**config.mk**
```make
export PLATFORM = sky130hd
export DESIGN_NAME = rep_count_match
export DESIGN_NICKNAME = d
export VERILOG_FILES = /design/src/rtl/rep_count_pkg.sv /design/src/rtl/rep_group_track.sv /design/src/rtl/rep_counter.sv /design/src/rtl/rep_count_match.sv
export SDC_FILE = /design/constraint.sdc
export NUM_CORES = 1
export LEC_CHECK = 0
export BUFFER_PORTS_ARGS = -buffer_cell sky130_fd_sc_hd__buf_2
export CORE_ASPECT_RATIO = 0.75
export CORE_UTILIZATION = 45
export DETAILED_ROUTE_END_ITERATION = 8
export PLACE_DENSITY_LB_ADDON = 0.15
export SYNTH_ARGS = -nofsm -noshare
export SYNTH_HDL_FRONTEND = slang
export SYNTH_SLANG_ARGS = --single-unit
```
**constraint.sdc**
```tcl
create_clock -name clk -period 6.3 [get_ports clk]
set_input_delay 1.575 -clock clk [delete_from_list [all_inputs] [get_ports clk]]
set_output_delay 1.575 -clock clk [all_outputs]
set_load 0.005 [all_outputs]
```
**src/rtl/rep_count_pkg.sv**
```systemverilog
package rep_count_pkg;
  typedef logic [7:0] byte_t;

  // Extract character k of a packed literal; character 0 sits in the top byte.
  function automatic byte_t lit_char(input logic [8*16-1:0] lit, input int len, input int k);
    return lit[8*(len-1-k) +: 8];
  endfunction
endpackage

```
**src/rtl/rep_group_track.sv**
```systemverilog
module rep_group_track
  import rep_count_pkg::*;
#(
  parameter int          GRP_LEN = 3,
  parameter logic [8*GRP_LEN-1:0] GROUP = "abc",
  parameter byte_t       LEAD = "d"
) (
  input  logic  clk,
  input  logic  rst_n,
  input  logic  take,
  input  byte_t data,
  input  logic  stage_en,
  input  logic  chain_go,
  output logic  done,
  output logic  extend
);
  localparam int LW = 8 * 16;

  logic [GRP_LEN-1:0] eq;
  logic               arm;
  logic               lead_hit;

  genvar k;
  generate
    for (k = 0; k < GRP_LEN; k++) begin : g_cmp
      assign eq[k] = (data == lit_char(LW'(GROUP), GRP_LEN, k));
    end
  endgenerate

  assign lead_hit = stage_en && (data == LEAD);

  always_ff @(posedge clk or negedge rst_n) begin
    if (!rst_n) arm <= 1'b0;
    else if (take) arm <= lead_hit | chain_go;
  end

  generate
    if (GRP_LEN == 1) begin : g_single
      assign done   = arm & eq[0];
      assign extend = 1'b0;
    end else begin : g_multi
      logic [GRP_LEN-2:0] part;
      logic [GRP_LEN-1:0] step;
      assign step[0] = arm & eq[0];
      for (k = 1; k < GRP_LEN; k++) begin : g_step
        assign step[k] = part[k-1] & eq[k];
      end
      always_ff @(posedge clk or negedge rst_n) begin
        if (!rst_n) part <= '0;
        else if (take) part <= step[GRP_LEN-2:0];
      end
      assign done   = step[GRP_LEN-1];
      assign extend = |step[GRP_LEN-2:0];

      AST_PART_CLEARS: assert property (@(posedge clk) disable iff (!rst_n)
        (take && !(arm && eq[0]) && !(|part)) |=> (part == '0)) else $error("part");
    end
  endgenerate

  AST_LEAD_ARMS: assert property (@(posedge clk) disable iff (!rst_n)
    (take && stage_en && data == LEAD) |=> arm) else $error("arm");
endmodule

```
**src/rtl/rep_counter.sv**
```systemverilog
module rep_counter #(
  parameter int CNT_W = 12
) (
  input  logic             clk,
  input  logic             rst_n,
  input  logic             take,
  input  logic             done,
  input  logic             extend,
  input  logic [CNT_W-1:0] lo_bound,
  input  logic [CNT_W-1:0] hi_bound,
  input  logic             open_end,
  output logic             chain_go,
  output logic             match,
  output logic [CNT_W-1:0] cnt
);
  localparam int SUM_W = CNT_W + 1;

  logic [SUM_W-1:0] nxt;
  logic             at_top;
  logic             in_range;
  logic             hit;
  logic             ext_q;

  assign nxt      = {1'b0, cnt} + SUM_W'(1);
  assign at_top   = nxt >= {1'b0, hi_bound};
  assign in_range = (nxt >= {1'b0, lo_bound}) && (nxt <= {1'b0, hi_bound});
  assign hit      = done && (in_range || ext_q);
  assign chain_go = done && (open_end || !at_top);

  always_ff @(posedge clk or negedge rst_n) begin
    if (!rst_n) begin
      cnt   <= '0;
      ext_q <= 1'b0;
      match <= 1'b0;
    end else if (take) begin
      match <= hit;
      if (done) begin
        cnt   <= at_top ? '0 : nxt[CNT_W-1:0];
        ext_q <= ext_q | (open_end & at_top);
      end else if (!extend) begin
        cnt   <= '0;
        ext_q <= 1'b0;
      end
    end
  end

  AST_BREAK_ZEROES: assert property (@(posedge clk) disable iff (!rst_n)
    (take && !done && !extend) |=> (cnt == '0)) else $error("break");
  AST_EXT_ONLY_OPEN: assert property (@(posedge clk) disable iff (!rst_n)
    ext_q |-> open_end) else $error("ext");
  AST_STEP_ONE: assert property (@(posedge clk) disable iff (!rst_n)
    (take && done && !at_top) |=> (cnt == $past(cnt) + CNT_W'(1))) else $error("step");
endmodule

```
**src/rtl/rep_count_match.sv**
```systemverilog
module rep_count_match
  import rep_count_pkg::*;
#(
  parameter int    CNT_W   = 12,
  parameter int    GRP_LEN = 3,
  parameter logic [8*GRP_LEN-1:0] GROUP = "abc",
  parameter byte_t LEAD    = "d"
) (
  input  logic             clk,
  input  logic             rst_n,
  input  logic             in_valid,
  output logic             in_ready,
  input  logic [7:0]       in_data,
  input  logic             stage_en,
  input  logic [CNT_W-1:0] lo_bound,
  input  logic [CNT_W-1:0] hi_bound,
  input  logic             open_end,
  output logic             match_o
);
  localparam byte_t LAST = GROUP[7:0];

  logic             take;
  logic             done;
  logic             extend;
  logic             chain_go;
  logic [CNT_W-1:0] cnt;

  assign in_ready = 1'b1;
  assign take     = in_valid && in_ready;

  rep_group_track #(.GRP_LEN(GRP_LEN), .GROUP(GROUP), .LEAD(LEAD)) u_track (
    .clk(clk), .rst_n(rst_n), .take(take), .data(in_data), .stage_en(stage_en),
    .chain_go(chain_go), .done(done), .extend(extend)
  );

  rep_counter #(.CNT_W(CNT_W)) u_count (
    .clk(clk), .rst_n(rst_n), .take(take), .done(done), .extend(extend),
    .lo_bound(lo_bound), .hi_bound(hi_bound), .open_end(open_end),
    .chain_go(chain_go), .match(match_o), .cnt(cnt)
  );

  AST_IDLE_HOLDS: assert property (@(posedge clk) disable iff (!rst_n)
    !in_valid |=> $stable(match_o)) else $error("hold");
  AST_RISE_ON_LAST: assert property (@(posedge clk) disable iff (!rst_n)
    $rose(match_o) |-> ($past(in_valid) && $past(in_data) == LAST)) else $error("rise");
  AST_CNT_BELOW_HI: assert property (@(posedge clk) disable iff (!rst_n)
    (cnt != $past(cnt)) |-> (cnt < hi_bound)) else $error("cap");
  AST_READY_HIGH: assert property (@(posedge clk) disable iff (!rst_n)
    in_ready) else $error("ready");
endmodule

```
==> impl_metrics.json, run 1 <==
{
  "clock_sinks": 17,
  "cp_max_fo": 11,
  "finClkSkew_ns": 0.00145,
  "gp_congestion": 0.818,
  "powerDensity_nw_per_um2": 112,
  "fin_nets": 306,
  "ant_nets": 0,
  "crit_path_max_incr_delay_ns": 0.99,
  "synthArstFlopShare_pct": 100,
  "cts_max_path_buffers": 2,
  "setup-tns-final_ns": 0,
  "worstPathArrival_ns": 3.77,
  "cts-root-buf": "clkbuf_8",
  "antenna_found_initial": 0,
  "max_freq_mhz": 276,
  "synth-compound-area-share_pct": 18.3,
  "p_seq_share_pct": 48.8,
  "die_h_um": 55.8,
  "syn_avg_cell_area_um2": 8.36,
  "synth_edf_count": 0,
  "clkPwrFrac_pct": 36.9,
  "clock_latency_ns": 0.25,
  "post_cts_buffers": 0,
  "first_iter_violations": 96,
  "syn-cell-area_um2": 1740,
  "setup_viol": 0,
  "post-route-min-period_ns": 3.63,
  "startpoint": "hi_bound[2]",
  "htreeDepth": 1,
  "max_slew_margin_pct": 16.1,
  "yosys.area.top_type_share_pct": 24.5,
  "max-cap-violations": 0,
  "worstPathCellList": "buf_2, inv_1, ha_1, o21ai_0, a21oi_1, o31ai_1, a221oi_1, o32ai_1",
  "wl_per_cell_um": 13.3,
  "cts_resized": 0,
  "start_kind": "input pin",
  "cts_buffers": 3,
  "synth.most_common_cell": "inv_1",
  "grt_max_degree": 18,
  "ys_top_cells_by_area": "dfrtp_1, ha_1, inv_1, nand2_1, nand3_1",
  "outcome": "finished, final reports clean",
  "fin_crit_sh_pct": 57.6,
  "diodes": 0,
  "cp_slowest_cell": "o31ai_1",
  "layout-drive-gt1-share_pct": 20.7,
  "ir_drop_uv": 87.3,
  "hold_viol": 0,
  "timing.rr.start": "u_count.cnt[0]",
  "switchingPower_uw": 55.0,
  "io_pins": 39,
  "synth_fa_ha_area_share_pct": 18.7,
  "synthMuxAreaShare_pct": 0,
  "ys_seq_area_share_pct": 24.5,
  "p_sw_share_pct": 24.6,
  "comb_power_share_pct": 14.2,
  "synth_top_family_by_area": "simple AND/OR/NAND/NOR gates",
  "synth_fp_nets": 271,
  "place.port_buffers": 37,
  "hold_path_class": "reg2reg",
  "ys_warn_count": 0,
  "grt_pass1_wl_um": 6330,
  "yosys.area_share.simple_pct": 26.8,
  "ys_ff_latch": 17,
  "clkSlewWorstSetupHoldPaths_ns": 0.06,
  "p_int_uw": 168,
  "endpoint_kind": "flip-flop",
  "dp_hpwl_um": 3230,
  "path_class": "in2reg",
  "synth_top_area_cell": "dfrtp_1",
  "synth_common_cells": "inv_1, ha_1, nand2_1",
  "drt_wl_total_um": 3900,
  "start_util_pct": 47.2,
  "dr.pass1.iters": 4,
  "coreArea_um2": 3680,
  "cp_data_required_time_ns": 6.44,
  "vias": 1581,
  "ys_types": 46,
  "die_w_um": 73.8,
  "grt_overflow_total": 0,
  "die_area_um2": 4120,
  "r2r-end": "u_count.match",
  "synth_ff_type": "dfrtp_1",
  "hold_slack_ns": 0.508,
  "slew_violations": 0,
  "rsz0062_at_grt": "false",
  "syn_to_final_growth_pct": 15.0,
  "grt_pass1_vias": 1400,
  "cp-endpoint": "u_count.match",
  "worst_pin_slew_ns": 1.25,
  "p_leak_uw": 0.00111,
  "whs_path_depth": 1,
  "netlist_instances": 208,
  "cts_tree": "yes",
  "avgViaCountPerCell": 5.38,
  "drc": 0,
  "reg2reg_depth": 9,
  "rrSetupSlack_ns": 2.79,
  "synthXorXnorAreaFrac_pct": 3.02,
  "hold_buffers": 0,
  "hp-start": "u_track.g_multi.part[0]",
  "rows": 19,
  "grt_usage_pct": 19.9
}
-- how the worst min path moves through the flow --
| stage | to | slack (ns) |
|---|---|---|
| global placement | u_track.g_multi.part[0] | 0.48 |
| floorplan | u_track.g_multi.part[0] | 0.45 |
| global route | u_track.g_multi.part[0] | 0.52 |
| finish | u_track.g_multi.part[0] | 0.51 |
| detailed placement | u_track.g_multi.part[0] | 0.48 |
| CTS | u_track.g_multi.part[0] | 0.50 |
-- layout by cell type, fill, tap and decap left out, drive strengths merged, types with 2 or more instances in the layout --
cell type	netlist	layout
buf	3	37
inv	30	30
ha	26	26
nand2	20	20
dfrtp	17	17
nand3	13	13
nand4	9	9
nor2	8	8
a21oi	8	8
a22o	6	6
xnor2	5	5
nor2b	5	5
and3	5	5
o21ai	5	5
nand2b	4	4
a21o	4	4
clkbuf	4	4
nor4	4	4
or2	3	3
o2111ai	3	3
a2111oi	3	3
and4	2	2
nand3b	2	2
nor3	2	2
o32ai	2	2
o211ai	2	2
-- critical path, delay by kind of cell --
kind	cells	cell delay [ns]
compound gates	5	1.80
fa+ha+maj	1	0.29
buf+inv	2	0.10
-- per-stage QoR --
step           total power, uW  cell area (um2)  setup slack [ns]  instances  utilization [%]
6_report                   224             2000              2.67        294             54.3
2_1_floorplan              127             1740              3.17        208                -
3_5_place_dp               143             1950              2.40        290             53.0
3_3_place_gp               143             1950              2.54        290             53.0
5_1_grt                    235             2000              2.33        294             54.3
4_1_cts                    225             2000              2.70        294             54.3
-- registers in the layout (all words and copies together), names as in the netlist --
signal	cells
u_count.ext_q	1
u_track.g_multi.part	2
u_count.cnt	12
u_track.arm	1
u_count.match	1
-- layer usage --
metal / share of wire, % / GRT usage [%] / wire length [um] / vias to the layer above
met4: 0.18 / 1.65 / 7 / 0
met3: 5.7 / 4.89 / 222 / 2
met1: 54 / 30.8 / 2100 / 723
li1: - / - / - / 811
met5: 0 / 0 / 0 / -
met2: 40 / 29.0 / 1580 / 45
-- cell families after synthesis --
logic type	after synthesis
AND/OR/NAND/NOR	80
AO/OA/AOI/OAI	41
buffers and inverters	37
adder cells (fa/ha/maj)	26
flip-flops	17
XOR/XNOR	6
other	1
-- layout make-up --
cell class / count / area, um2
flip-flops and latches: 17 / 425
repair buffers: 37 / 185
well taps: 52 / 65.1
fillers: 356 / 1690
inverters: 30 / 113
clock buffers: 4 / 45.0
multi-input cells: 154 / 1170
-- power by group through the flow --
stage               logic [uW]  registers, uW  clock network, uW
finish                    31.8            109               82.5
global route              36.5            109               89.6
global placement          31.9            111                  0
floorplan                 15.5            111                  0
CTS                       32.1            109               83.3
detailed placement        31.9            111                  0
(Power assumes the default switching activity.)
==> inputs of run 2 (changes only) <==
==> constraint.sdc (replaced) <==
create_clock -name clk -period 3.5 [get_ports clk]
set_input_delay 0.875 -clock clk [delete_from_list [all_inputs] [get_ports clk]]
set_output_delay 0.875 -clock clk [all_outputs]
set_load 0.005 [all_outputs]
==> impl_metrics.json, run 2 (synthesis gave the netlist of run 1 again) <==
{
  "worstPathArrival_ns": 3.20,
  "max_slew_margin_pct": 63.6,
  "post-route-min-period_ns": 3.08,
  "switchingPower_uw": 101,
  "comb_power_share_pct": 14.2,
  "cp_data_required_time_ns": 3.62,
  "p_sw_share_pct": 25.1,
  "drt_wl_total_um": 3900,
  "dr.pass1.iters": 4,
  "die_h_um": 55.8,
  "rrSetupSlack_ns": 0.42,
  "die_w_um": 73.8,
  "wl_per_cell_um": 13.1,
  "syn_to_final_growth_pct": 16.3,
  "whs_path_depth": 1,
  "cp_max_fo": 8,
  "setup-tns-final_ns": 0,
  "cts_tree": "yes",
  "grt_usage_pct": 20.8,
  "r2r-end": "u_count.cnt[4]",
  "cts_max_path_buffers": 2,
  "grt_pass1_wl_um": 6610,
  "hold_path_class": "reg2reg",
  "grt_pass1_vias": 1411,
  "finClkSkew_ns": 0.00130,
  "grt_max_degree": 18,
  "p_int_uw": 301,
  "antenna_found_initial": 0,
  "hold_viol": 0,
  "rows": 19,
  "start_kind": "flip-flop",
  "outcome": "finished, final reports clean",
  "layout-drive-gt1-share_pct": 22.0,
  "reg2reg_depth": 10,
  "p_seq_share_pct": 48.8,
  "post_cts_buffers": 0,
  "final_common_cell": "buf_2",
  "cts-root-buf": "clkbuf_8",
  "clock_latency_ns": 0.25,
  "worst_pin_slew_ns": 0.541,
  "hold_buffers": 0,
  "reg_top3": "u_count.cnt x12, u_track.g_multi.part x2",
  "endpoint_kind": "flip-flop",
  "avgViaCountPerCell": 5.35,
  "gp_congestion": 0.832,
  "top_register": "u_count.cnt",
  "die_area_um2": 4120,
  "clkPwrFrac_pct": 37.0,
  "path_class": "reg2reg",
  "io_pins": 39,
  "p_leak_uw": 0.00112,
  "rsz0062_at_grt": "false",
  "hp-start": "u_track.g_multi.part[0]",
  "dp_hpwl_um": 3250,
  "crit_path_max_incr_delay_ns": 0.56,
  "cts_buffers": 3,
  "largest_reg_flops": 12,
  "powerDensity_nw_per_um2": 199,
  "htreeDepth": 1,
  "max-cap-violations": 0,
  "cts_resized": 0,
  "slew_violations": 0,
  "first_iter_violations": 114,
  "coreArea_um2": 3680,
  "start_util_pct": 47.2,
  "fin_nets": 309,
  "worstPathCellList": "and3_1, nand4_1, and2_1, or2_2, ha_1, nand3_1, nor4_2, nor2b_1, a41oi_1, o32ai_1",
  "utilization_pct": 54.9,
  "timing.rr.start": "u_count.cnt[3]",
  "clock_sinks": 17,
  "place.port_buffers": 37,
  "diodes": 0,
  "cp_slowest_cell": "nor4_2",
  "clkSlewWorstSetupHoldPaths_ns": 0.07,
  "vias": 1589,
  "grt_overflow_total": 0,
  "fillCellCount": 351,
  "setup_viol": 0,
  "fin_crit_sh_pct": 88.0,
  "drc": 0,
  "ant_nets": 0,
  "min_to": "u_track.g_multi.part[0]",
  "final_cell_mix": "buf_2, inv_1, ha_1",
  "ir_drop_uv": 199,
  "max_freq_mhz": 325
}
[run 2: cell count changes in the layout (fill, tap and decap cells not counted), sizes merged]
cell,delta
buf,+3
clkbuf,-1
clkinv,+1
[run 2: per-layer routing]
layer  wire, um  track usage (%)  vias up
met2       1580             29.5       50
met1       2080             33.3      711
met4         10             1.65        0
met3        219             4.35        4
li1           -                -      824
met5          0                0        -
[run 2: per-stage QoR]
stage / std cells / hold WS (ns) / area (um2) / power, uW / worst slack (ns)
floorplan: 208 / 0.450 / 1740 / 228 / 0.670
global placement: 293 / 0.478 / 1980 / 258 / 0.570
detailed placement: 293 / 0.482 / 1980 / 258 / 0.475
CTS: 297 / 0.501 / 2020 / 404 / 0.458
global route: 297 / 0.517 / 2020 / 420 / 0.171
finish: 297 / 0.504 / 2020 / 402 / 0.421
[run 2: power by group through the flow]
stage | Combinational [uW] | Clock, uW | Sequential (uW)
finish | 57.0 | 149 | 196
global placement | 57.5 | 0 | 200
global route | 65.8 | 158 | 196
detailed placement | 57.5 | 0 | 200
CTS | 57.9 | 150 | 196
floorplan | 27.9 | 0 | 200
[run 2: how the worst max path moves through the flow]
stage | from | end | cells past startpoint
floorplan | u_count.cnt[2] | u_count.cnt[10] | 10
global placement | u_count.cnt[2] | u_count.cnt[8] | 9
detailed placement | u_count.cnt[3] | u_count.cnt[1] | 10
CTS | u_count.cnt[3] | u_count.cnt[1] | 10
global route | u_count.cnt[3] | u_count.cnt[4] | 10
finish | u_count.cnt[3] | u_count.cnt[4] | 10
[run 2: critical path: cells and delay by family, from the launching register on]
kind	cells	cell delay, ns
compound gates	2	0.36
fa+ha+maj	1	0.29
simple gates	7	1.80
flops	1	0.48
[run 2: cell type report]
cell class                 count  area, um2  area share [%]
clock buffer                   3       41.3            2.04
clock inverter                 1       5.00           0.247
inverter                      30        113            5.57
multi-input combinational    154       1170            57.6
sequential                    17        425            21.0
tap                           52       65.1            3.22
timing repair buffer          40        208            10.3
